## config.mk

```make
export PLATFORM = sky130hd
export DESIGN_NAME = andx_exec_unit
export DESIGN_NICKNAME = d
export VERILOG_FILES = /design/src/rtl/andx_pkg.sv /design/src/rtl/andx_addr_xlat.sv /design/src/rtl/andx_logic_core.sv /design/src/rtl/andx_seq.sv /design/src/rtl/andx_exec_unit.sv
export SDC_FILE = /design/constraint.sdc
export NUM_CORES = 1
export LEC_CHECK = 0
export BUFFER_PORTS_ARGS = -buffer_cell sky130_fd_sc_hd__buf_2
export CORE_ASPECT_RATIO = 1.25
export CORE_UTILIZATION = 54
export DETAILED_ROUTE_END_ITERATION = 8
export PLACE_DENSITY = 0.84
export SYNTH_ARGS = -nofsm -noshare
export SYNTH_HDL_FRONTEND = slang
export SYNTH_SLANG_ARGS = --single-unit
```

## constraint.sdc

```tcl
create_clock -name clk -period 2.4 [get_ports clk]
set_clock_uncertainty 0.05 [all_clocks]
set_input_delay 0.24 -clock clk [delete_from_list [all_inputs] [get_ports clk]]
set_output_delay 0.24 -clock clk [all_outputs]
set_load 0.1 [all_outputs]
```

## src/rtl/andx_pkg.sv

```systemverilog
package andx_pkg;

   // Addressing variants, numbered by distance from the first opcode
   typedef enum logic [2:0] {
      MODE_WW   = 3'd0,   // working reg <- working reg
      MODE_WWI  = 3'd1,   // working reg <- @working reg
      MODE_RR   = 3'd2,   // reg <- reg
      MODE_RRI  = 3'd3,   // reg <- @reg
      MODE_RIM  = 3'd4,   // reg <- immediate
      MODE_IRIM = 3'd5    // @reg <- immediate
   } andx_mode_e;

   localparam int OPC_FIRST_DEF = 8'h52;
   localparam int OPC_COUNT     = 6;

   // Flag byte layout decoded by the surrounding processor
   localparam int FLAG_C_DEF = 7;
   localparam int FLAG_Z_DEF = 6;
   localparam int FLAG_S_DEF = 5;
   localparam int FLAG_V_DEF = 4;

endpackage

```

## src/rtl/andx_addr_xlat.sv

```systemverilog
module andx_addr_xlat #(
   parameter int ADDR_W   = 8,
   parameter int WIN_W    = 4,
   parameter bit ESC_EN   = 1'b1,
   parameter int ESC_CODE = 14
) (
   input  logic [ADDR_W-1:0]       full_field,
   input  logic [WIN_W-1:0]        short_field,
   input  logic                    is_short,
   input  logic [ADDR_W-WIN_W-1:0] win_base,
   output logic [ADDR_W-1:0]       addr
);
   localparam int HI_W = ADDR_W - WIN_W;
   localparam logic [HI_W-1:0] ESC = HI_W'(ESC_CODE);

   logic escaped;

   generate
      if (ESC_EN) begin : g_esc
         assign escaped = (full_field[ADDR_W-1 -: HI_W] == ESC);
      end else begin : g_noesc
         assign escaped = 1'b0;
      end
   endgenerate

   always_comb begin
      if (is_short)
         addr = {win_base, short_field};
      else if (escaped)
         addr = {win_base, full_field[WIN_W-1:0]};
      else
         addr = full_field;
   end
endmodule

```

## src/rtl/andx_logic_core.sv

```systemverilog
module andx_logic_core #(
   parameter int DATA_W = 8,
   parameter int FLG_Z  = andx_pkg::FLAG_Z_DEF,
   parameter int FLG_S  = andx_pkg::FLAG_S_DEF,
   parameter int FLG_V  = andx_pkg::FLAG_V_DEF
) (
   input  logic [DATA_W-1:0] src_val,
   input  logic [DATA_W-1:0] dst_val,
   input  logic [DATA_W-1:0] flags_in,
   output logic [DATA_W-1:0] result,
   output logic [DATA_W-1:0] flags_out
);
   always_comb begin
      result           = src_val & dst_val;
      flags_out        = flags_in;
      flags_out[FLG_Z] = ~|result;
      flags_out[FLG_S] = result[DATA_W-1];
      flags_out[FLG_V] = 1'b0;
   end
endmodule

```

## src/rtl/andx_seq.sv

```systemverilog
module andx_seq
   import andx_pkg::*;
#(
   parameter int DATA_W       = 8,
   parameter int OPC_FIRST    = OPC_FIRST_DEF,
   parameter int SHORT_CYCLES = 6,
   parameter int LONG_CYCLES  = 10,
   parameter int STEP_W       = 4
) (
   input  logic              clk,
   input  logic              rst_n,
   input  logic              byte_valid,
   input  logic [DATA_W-1:0] byte_data,
   output logic              busy,
   output logic [STEP_W-1:0] step,
   output andx_mode_e        mode,
   output logic              is_long,
   output logic              take,
   output logic              last
);
   localparam logic [DATA_W-1:0] OPC_LO = DATA_W'(OPC_FIRST);
   localparam logic [DATA_W-1:0] OPC_HI = DATA_W'(OPC_FIRST + OPC_COUNT - 1);
   localparam logic [STEP_W-1:0] ST2    = STEP_W'(2);
   localparam logic [STEP_W-1:0] ST3    = STEP_W'(3);
   localparam logic [STEP_W-1:0] S_LAST = STEP_W'(SHORT_CYCLES);
   localparam logic [STEP_W-1:0] L_LAST = STEP_W'(LONG_CYCLES);

   logic              accept;
   logic [DATA_W-1:0] mode_ofs;

   assign accept   = !busy && byte_valid && (byte_data >= OPC_LO) && (byte_data <= OPC_HI);
   assign mode_ofs = byte_data - OPC_LO;
   assign is_long  = (mode >= MODE_RR);
   assign last     = busy && (step == (is_long ? L_LAST : S_LAST));
   assign take     = busy ? ((step == ST2) || (is_long && step == ST3)) : byte_valid;

   always_ff @(posedge clk or negedge rst_n) begin
      if (!rst_n) begin
         busy <= 1'b0;
         step <= '0;
         mode <= MODE_WW;
      end else if (!busy) begin
         if (accept) begin
            busy <= 1'b1;
            step <= ST2;
            mode <= andx_mode_e'(mode_ofs[2:0]);
         end
      end else if (last) begin
         busy <= 1'b0;
         step <= '0;
      end else begin
         step <= step + 1'b1;
      end
   end
endmodule

```

## src/rtl/andx_exec_unit.sv

```systemverilog
module andx_exec_unit
   import andx_pkg::*;
#(
   parameter int ADDR_W       = 8,
   parameter int WIN_W        = 4,
   parameter int OPC_FIRST    = OPC_FIRST_DEF,
   parameter int SHORT_CYCLES = 6,
   parameter int LONG_CYCLES  = 10,
   parameter bit ESC_EN       = 1'b1,
   parameter int ESC_CODE     = 14,
   parameter int FLG_Z        = FLAG_Z_DEF,
   parameter int FLG_S        = FLAG_S_DEF,
   parameter int FLG_V        = FLAG_V_DEF
) (
   input  logic                    clk,
   input  logic                    rst_n,
   input  logic [ADDR_W-WIN_W-1:0] win_base,
   input  logic                    byte_valid,
   input  logic [ADDR_W-1:0]       byte_data,
   output logic                    byte_take,
   output logic [ADDR_W-1:0]       rf_raddr,
   input  logic [ADDR_W-1:0]       rf_rdata,
   output logic                    rf_we,
   output logic [ADDR_W-1:0]       rf_waddr,
   output logic [ADDR_W-1:0]       rf_wdata,
   input  logic [ADDR_W-1:0]       flags_in,
   output logic                    flags_we,
   output logic [ADDR_W-1:0]       flags_out,
   output logic                    done
);
   localparam int DATA_W = ADDR_W;
   localparam int STEP_W = $clog2(LONG_CYCLES + 1);
   localparam logic [STEP_W-1:0] ST2 = STEP_W'(2);
   localparam logic [STEP_W-1:0] ST3 = STEP_W'(3);
   localparam logic [STEP_W-1:0] ST4 = STEP_W'(4);
   localparam logic [STEP_W-1:0] ST5 = STEP_W'(5);
   localparam logic [STEP_W-1:0] ST6 = STEP_W'(6);

   // elaboration-time parameter checks
   generate
      if (SHORT_CYCLES < 6) begin : g_bad_short
         $error("SHORT_CYCLES must leave room for the 5-step short schedule");
      end
      if (LONG_CYCLES < 7) begin : g_bad_long
         $error("LONG_CYCLES must leave room for the 6-step long schedule");
      end
      if (2 * WIN_W > ADDR_W) begin : g_bad_win
         $error("two window indices must fit in one operand byte");
      end
      if (OPC_FIRST + OPC_COUNT > (1 << ADDR_W)) begin : g_bad_opc
         $error("opcode range exceeds the byte width");
      end
   endgenerate

   logic              busy, is_long, last;
   logic [STEP_W-1:0] step;
   andx_mode_e        mode;

   andx_seq #(
      .DATA_W(DATA_W), .OPC_FIRST(OPC_FIRST), .SHORT_CYCLES(SHORT_CYCLES),
      .LONG_CYCLES(LONG_CYCLES), .STEP_W(STEP_W)
   ) seq_i (
      .clk(clk), .rst_n(rst_n), .byte_valid(byte_valid), .byte_data(byte_data),
      .busy(busy), .step(step), .mode(mode), .is_long(is_long),
      .take(byte_take), .last(last)
   );

   // operand holding registers
   logic [DATA_W-1:0] opnd_a, opnd_b, ptr_q, src_q, dst_q;
   logic [ADDR_W-1:0] dst_addr_q;

   // read address selection
   logic [ADDR_W-1:0] xl_full;
   logic [WIN_W-1:0]  xl_short_f;
   logic              xl_short, use_ptr;
   logic [ADDR_W-1:0] xl_addr;

   always_comb begin
      xl_full    = opnd_a;
      xl_short_f = opnd_a[WIN_W-1:0];
      xl_short   = 1'b0;
      use_ptr    = 1'b0;
      if (!is_long) begin
         if (step == ST3) begin
            xl_short   = 1'b1;                          // source window reg
         end else if (step == ST4) begin
            use_ptr    = 1'b1;                          // indirect source
         end else if (step == ST5) begin
            xl_short   = 1'b1;
            xl_short_f = opnd_a[ADDR_W-1 -: WIN_W];     // destination window reg
         end
      end else begin
         if (step == ST5) begin
            use_ptr = (mode == MODE_RRI);
         end else if (step == ST6) begin
            if (mode == MODE_RR || mode == MODE_RRI)
               xl_full = opnd_b;
            use_ptr = (mode == MODE_IRIM);
         end
      end
   end

   andx_addr_xlat #(
      .ADDR_W(ADDR_W), .WIN_W(WIN_W), .ESC_EN(ESC_EN), .ESC_CODE(ESC_CODE)
   ) xlat_i (
      .full_field(xl_full), .short_field(xl_short_f), .is_short(xl_short),
      .win_base(win_base), .addr(xl_addr)
   );

   assign rf_raddr = use_ptr ? ptr_q : xl_addr;

   always_ff @(posedge clk or negedge rst_n) begin
      if (!rst_n) begin
         opnd_a     <= '0;
         opnd_b     <= '0;
         ptr_q      <= '0;
         src_q      <= '0;
         dst_q      <= '0;
         dst_addr_q <= '0;
      end else if (busy) begin
         if (step == ST2)
            opnd_a <= byte_data;
         if (!is_long) begin
            if (step == ST3) begin
               if (mode == MODE_WWI) ptr_q <= rf_rdata;
               else                  src_q <= rf_rdata;
            end
            if (step == ST4 && mode == MODE_WWI)
               src_q <= rf_rdata;
            if (step == ST5) begin
               dst_q      <= rf_rdata;
               dst_addr_q <= rf_raddr;
            end
         end else begin
            if (step == ST3)
               opnd_b <= byte_data;
            if (step == ST4)
               ptr_q <= rf_rdata;
            if (step == ST5) begin
               if (mode == MODE_RR || mode == MODE_RRI) src_q <= rf_rdata;
               else                                     src_q <= opnd_b;
            end
            if (step == ST6) begin
               dst_q      <= rf_rdata;
               dst_addr_q <= rf_raddr;
            end
         end
      end
   end

   logic [DATA_W-1:0] result;

   andx_logic_core #(
      .DATA_W(DATA_W), .FLG_Z(FLG_Z), .FLG_S(FLG_S), .FLG_V(FLG_V)
   ) core_i (
      .src_val(src_q), .dst_val(dst_q), .flags_in(flags_in),
      .result(result), .flags_out(flags_out)
   );

   assign done     = last;
   assign rf_we    = last;
   assign flags_we = last;
   assign rf_waddr = dst_addr_q;
   assign rf_wdata = result;
endmodule

```

Word-level counts from Yosys, hierarchy flattened
Index checks and enable logic that the tools add are counted.
- add/subtract/negate cells: 2
- magnitude comparators: 3
- eq/ne operators: 15
- multiplexer cells: 44
- bitwise logic cells: 2
- reductions and logical operators: 22
- operators with widths (kind ; count):
    8-bit two-way mux ; 23
    4-bit two-way mux ; 8
    1-bit two-way mux ; 13
    4-bit by 3-bit equality test with 1-bit output (second input constant) ; 3
    8-bit bitwise AND ; 1
    4-bit by 2-bit equality test with 1-bit output (second input constant) ; 2
    8-bit by 7-bit greater-or-equal comparator with 1-bit output (second input constant) ; 1
    8-bit by 7-bit less-or-equal comparator with 1-bit output (second input constant) ; 1
    4-bit AND reduction ; 2
    2-bit nonzero test ; 4
    8-bit OR reduction ; 1
    3-bit by 2-bit equality test with 1-bit output (second input constant) ; 2
    1-bit logical AND ; 6
    2-bit by 1-bit inequality test with 1-bit output (second input constant) ; 3
    3-bit AND reduction ; 2
    4-bit by 1-bit adder with 4-bit output (second input constant) ; 1
    4-bit equality test ; 1
    4-bit equality test (second input constant) ; 1
    2-bit AND reduction ; 2
    3-bit by 1-bit equality test with 1-bit output (second input constant) ; 1
    3-bit equality test (second input constant) ; 1
    3-bit by 2-bit greater-or-equal comparator with 1-bit output (second input constant) ; 1
    3-bit by 2-bit inequality test with 1-bit output (second input constant) ; 1
    3-bit nonzero test ; 1
    other kinds (4) ; 6
- flip-flop bits (word level): 56
- output and inout port bits: 36
- word-level logic and storage cells: 97

Depth between registers and ports, before layout
- depth in word-level cells: 12
- depth in mapped cells: 9

Cells and area by module
A second synthesis with hierarchy kept.
- cells, all modules: 271
- area total of the unflattened synthesis: 3219.3 µm²
- by module, submodules not included (module ; times used ; cells an instance ; area each (µm²)):
    andx_exec_unit ; 1 ; 189 ; 2447.3
    andx_seq ; 1 ; 46 ; 486.7
    andx_addr_xlat ; 1 ; 17 ; 143.9
    andx_logic_core ; 1 ; 19 ; 141.4

Least setup slack after synthesis
OpenSTA, ideal clock, no wires.
- kind: register to output
- start point: register src_q[3]
- end point: output port flags_out[6]
- data arrival time: 4.358 ns
- setup slack: -2.248 ns
- cell stages (with the launch flop): 4
- path buffers: 0
- cells stage by stage: dfrtp_1 and2_1 or4_1 nor4_1
- longest elaborated chain between the ends: 3
- ends and longest elaborated chain (item ; RTL line ; RTL):
    from (decl) ; andx_exec_unit.sv:69 ; logic [DATA_W-1:0] opnd_a, opnd_b, ptr_q, src_q, dst_q;
    from (signal assigned) ; andx_exec_unit.sv:126 ; else src_q <= rf_rdata;
    from (signal assigned) ; andx_exec_unit.sv:129 ; src_q <= rf_rdata;
    from (signal assigned) ; andx_exec_unit.sv:140 ; if (mode == MODE_RR || mode == MODE_RRI) src_q <= rf_rdata;
    8-bit bitwise AND ; andx_logic_core.sv:14 ; result = src_val & dst_val;
    via rf_wdata[3] ; andx_exec_unit.sv:25 ; output logic [ADDR_W-1:0] rf_wdata,
    8-bit OR reduction ; andx_logic_core.sv:16 ; flags_out[FLG_Z] = ~|result;
    1-bit logical NOT ; andx_logic_core.sv:16 ;
    to (decl) ; andx_exec_unit.sv:28 ; output logic [ADDR_W-1:0] flags_out,
The timed path passes the listed nets, and every way through them passes these cells.

Worst setup path in the final report
- start point: register seq_i.step[1]
- end point: output port rf_raddr[4]
- longest elaborated chain between the ends: 8
- ends and longest elaborated chain (item ; RTL line ; RTL):
    from (decl) ; andx_seq.sv:15 ; output logic [STEP_W-1:0] step,
    from (signal assigned) ; andx_seq.sv:52 ; step <= step + 1'b1;
    4-bit by 3-bit equality test with 1-bit output ; andx_exec_unit.sv:95 ; end else if (step == ST6) begin
    8-bit two-way mux ; andx_exec_unit.sv:95 ;
    8-bit two-way mux ; andx_exec_unit.sv:93 ; if (step == ST5) begin
    8-bit two-way mux ; andx_exec_unit.sv:83 ; if (!is_long) begin
    4-bit equality test ; andx_addr_xlat.sv:20 ; assign escaped = (full_field[ADDR_W-1 -: HI_W] == ESC);
    8-bit two-way mux ; andx_addr_xlat.sv:29 ; else if (escaped)
    8-bit two-way mux ; andx_addr_xlat.sv:27 ; if (is_short)
    8-bit two-way mux * ; andx_exec_unit.sv:110 ; assign rf_raddr = use_ptr ? ptr_q : xl_addr;
    to (decl) ; andx_exec_unit.sv:21 ; output logic [ADDR_W-1:0] rf_raddr,
Every way passes the cells marked *; elsewhere a longest branch is shown, timed or not.

==> flow_summary.toml <==
[clock_network]
clock_path_buffers = 2
cts_tree = "yes"
h-tree-depth = 2
cts_buffers = 5
clk-insertion-delay-late_ns = 0.32
cts_sinks = 56
clkTransAtPathRegs_ns = 0.11
cts-root-buf = "clkbuf_8"

[floorplanning]
start_util_pct = 55.65
coreArea_um2 = 5405
ios = 67
rows = 30
die_x_um = 68.76
die_h_um = 85.45
die-area_um2 = 5875

[place]
hpwl_um = 5169
io_buffers = 52
post-place-ws_ns = 0.04819
gp_congestion = 0.8950

[logic_synthesis]
avgSynthCellArea_um2 = 10.41
synth.distinct_cells = 55
synth_top_area_share_pct = 46.59
synthArstFlopShare_pct = 100.0
synth_edf_count = 0
synth_common_cells = "56 x dfrtp_1, 44 x nand2_1, 28 x mux2_2"
ys_seq_elements = 56
yosysSeqAreaShare_pct = 46.59
syn_nets = 324
synthCells = 289
synth.area.top_cells = "dfrtp_1 47%, mux2_2 10%, nand2_1 5.5%"
yosysWarnings = 0
yosysTopAreaCell = "dfrtp_1"
synth-main-ff-cell = "dfrtp_1"
synth.most_common_cell = "dfrtp_1"
synth_area_um2 = 3008

[min_path]
hp-class = "input port to register"
hold_start = "rf_rdata[7]"

[detailed_routing]
first_iter_violations = 183
drc = 0
drt.antenna.violating_nets = 0
wl_um = 7448
vias_per_cell = 5.874
first_pass_iters = 4
num_vias = 2461
routedWlPerCell_um = 17.78

[cells_and_area]
postLayoutCoreUtil_pct = 73.15
drive_gt1_share_pct = 45.63
diodes = 0
nNetsFinal = 389
area_growth_pct = 31.45

[outcome]
status = "finished with violations"
violations = "setup timing"

[setup_path]
reg2reg_depth = 9
start_kind = "register"
crit_type = "register to output port"
worstSetupEndpointType = "output port"
rr_endpoint = "rf_waddr[0]$_DFFE_PN0P_"
reg2reg_from = "seq_i.step[0]$_DFFE_PN0P_"
crit_arrival_ns = 2.36
required_ns = 2.11
r2r_slack_ns = 0.15
crit_fanout = 4
cp-startpoint = "seq_i.step[1]$_DFFE_PN0P_"
crit_end = "rf_raddr[4]"

[grt]
grt_pass1_vias = 2440
antenna_found_initial = 0
grt_pass1_wl_um = 11630
grt_usage_pct = 26.83
overflow = 0
grt_max_degree = 29

[timing]
hold_viol = 0
final_max_slew_viol_count = 0
fin_ws_ns = -0.2506
fin_crit_ns = 2.651
finalSetupViolCount = 8
max_slew_margin_pct = 58.39
clock.fmax_mhz = 377.3
tightestPinTransition_ns = 0.6242
fin_crit_sh_pct = 110.4
rsz0062_at_grt = "yes"
timing.hold.ws_ns = 0.08854

[run]
maxCapViolations = 0
## layout by cell type (no fill, tap or decap), types with 4 or more instances in the layout
cell type / synthesis / routed
buf_12: 0 / 12
buf_2: 8 / 39
nand3_1: 4 / 4
inv_1: 6 / 4
o31ai_1: 4 / 4
a22oi_1: 4 / 4
a21oi_1: 11 / 9
nand2_1: 44 / 41
mux2_2: 28 / 28
o21ai_0: 6 / 6
clkbuf_8: 0 / 5
nor2_1: 22 / 16
buf_4: 11 / 23
mux2i_1: 15 / 15
dfrtp_1: 56 / 55
nand2_2: 1 / 4
and2_2: 0 / 4
o211a_4: 0 / 4
buf_6: 1 / 4
nor2_4: 0 / 4
## worst max-delay path, cell delays in order (launching register included)
cell	delay (ns)
dfrtp_1	0.37
inv_2	0.06
buf_6	0.12
ha_4	0.14
nand3b_1	0.20
a211oi_4	0.40
a311oi_4	0.10
o22a_1	0.29
a21oi_4	0.17
buf_12	0.19
## logic make-up (layout without fill, tap and decap cells)
kind of cell / Yosys count / count (layout) / share of synthesized area (%)
fa+ha+maj: 4 / 4 / 1.664
buf+inv: 28 / 94 / 5.449
mux: 43 / 43 / 15.47
compound gates: 49 / 49 / 12.23
other cells: 1 / 1 / 0.1247
flops: 56 / 56 / 46.59
simple gates: 108 / 108 / 18.47
## state kept, by name, summed over array words and instances, names as in the netlist
| signal | count |
|---|---|
| src_q | 8 |
| dst_q | 8 |
| seq_i.mode | 3 |
| opnd_b | 8 |
| opnd_a | 8 |
| seq_i.step | 4 |
| rf_waddr | 8 |
| seq_i.busy | 1 |
| ptr_q | 8 |
## worst min-delay path by stage
stage	to	slack, ns	depth (start not counted)
final	dst_q[7]$_DFFE_PN0P_	0.09	3
after global routing	dst_q[7]$_DFFE_PN0P_	0.09	3
after CTS	dst_q[7]$_DFFE_PN0P_	0.09	3
after detailed placement	src_q[6]$_DFFE_PN0P_	0.23	1
after global placement	dst_q[4]$_DFFE_PN0P_	0.22	1
after floorplan	dst_q[0]$_DFFE_PN0P_	-0.11	0
## what timing repair did
action	4_1_cts	5_1_grt
hold buffers	1	0
gates resized for setup	12	18
endpoints found under the hold margin	26	0
buffers inserted	13	3
pin swaps	14	15
endpoints found under the setup margin	8	10
## per-stage QoR
| stage | instances | cell area, µm² | TNS, ns |
|---|---|---|---|
| 2_1_floorplan | 289 | 3098 | -0.2858 |
| 3_3_place_gp | 396 | 3575 | 0 |
| 3_5_place_dp | 396 | 3575 | 0 |
| 4_1_cts | 417 | 3832 | -1.645 |
| 5_1_grt | 419 | 3954 | -2.142 |
| 6_report | 419 | 3954 | -1.364 |
## per-layer routing
layer	GRT usage [%]	vias to the layer above	part of all wire [%]
li1	-	1132	-
met1	33.57	1224	40
met2	44.47	87	53
met4	12.62	0	2.8
met5	0	-	0
met3	3.898	18	4.9
## layout make-up
class / instances / area, µm²
multi-input combinational: 205 / 1679
fill: 352 / 1451
sequential: 56 / 1403
timing repair buffer: 80 / 670.6
tap: 64 / 80.08
clock buffer: 5 / 68.82
clock inverter: 3 / 27.53
inverter: 6 / 25.02
Power is not shown: default switching activity piles up to over one toggle a cycle in this logic, so the estimate is an artifact.
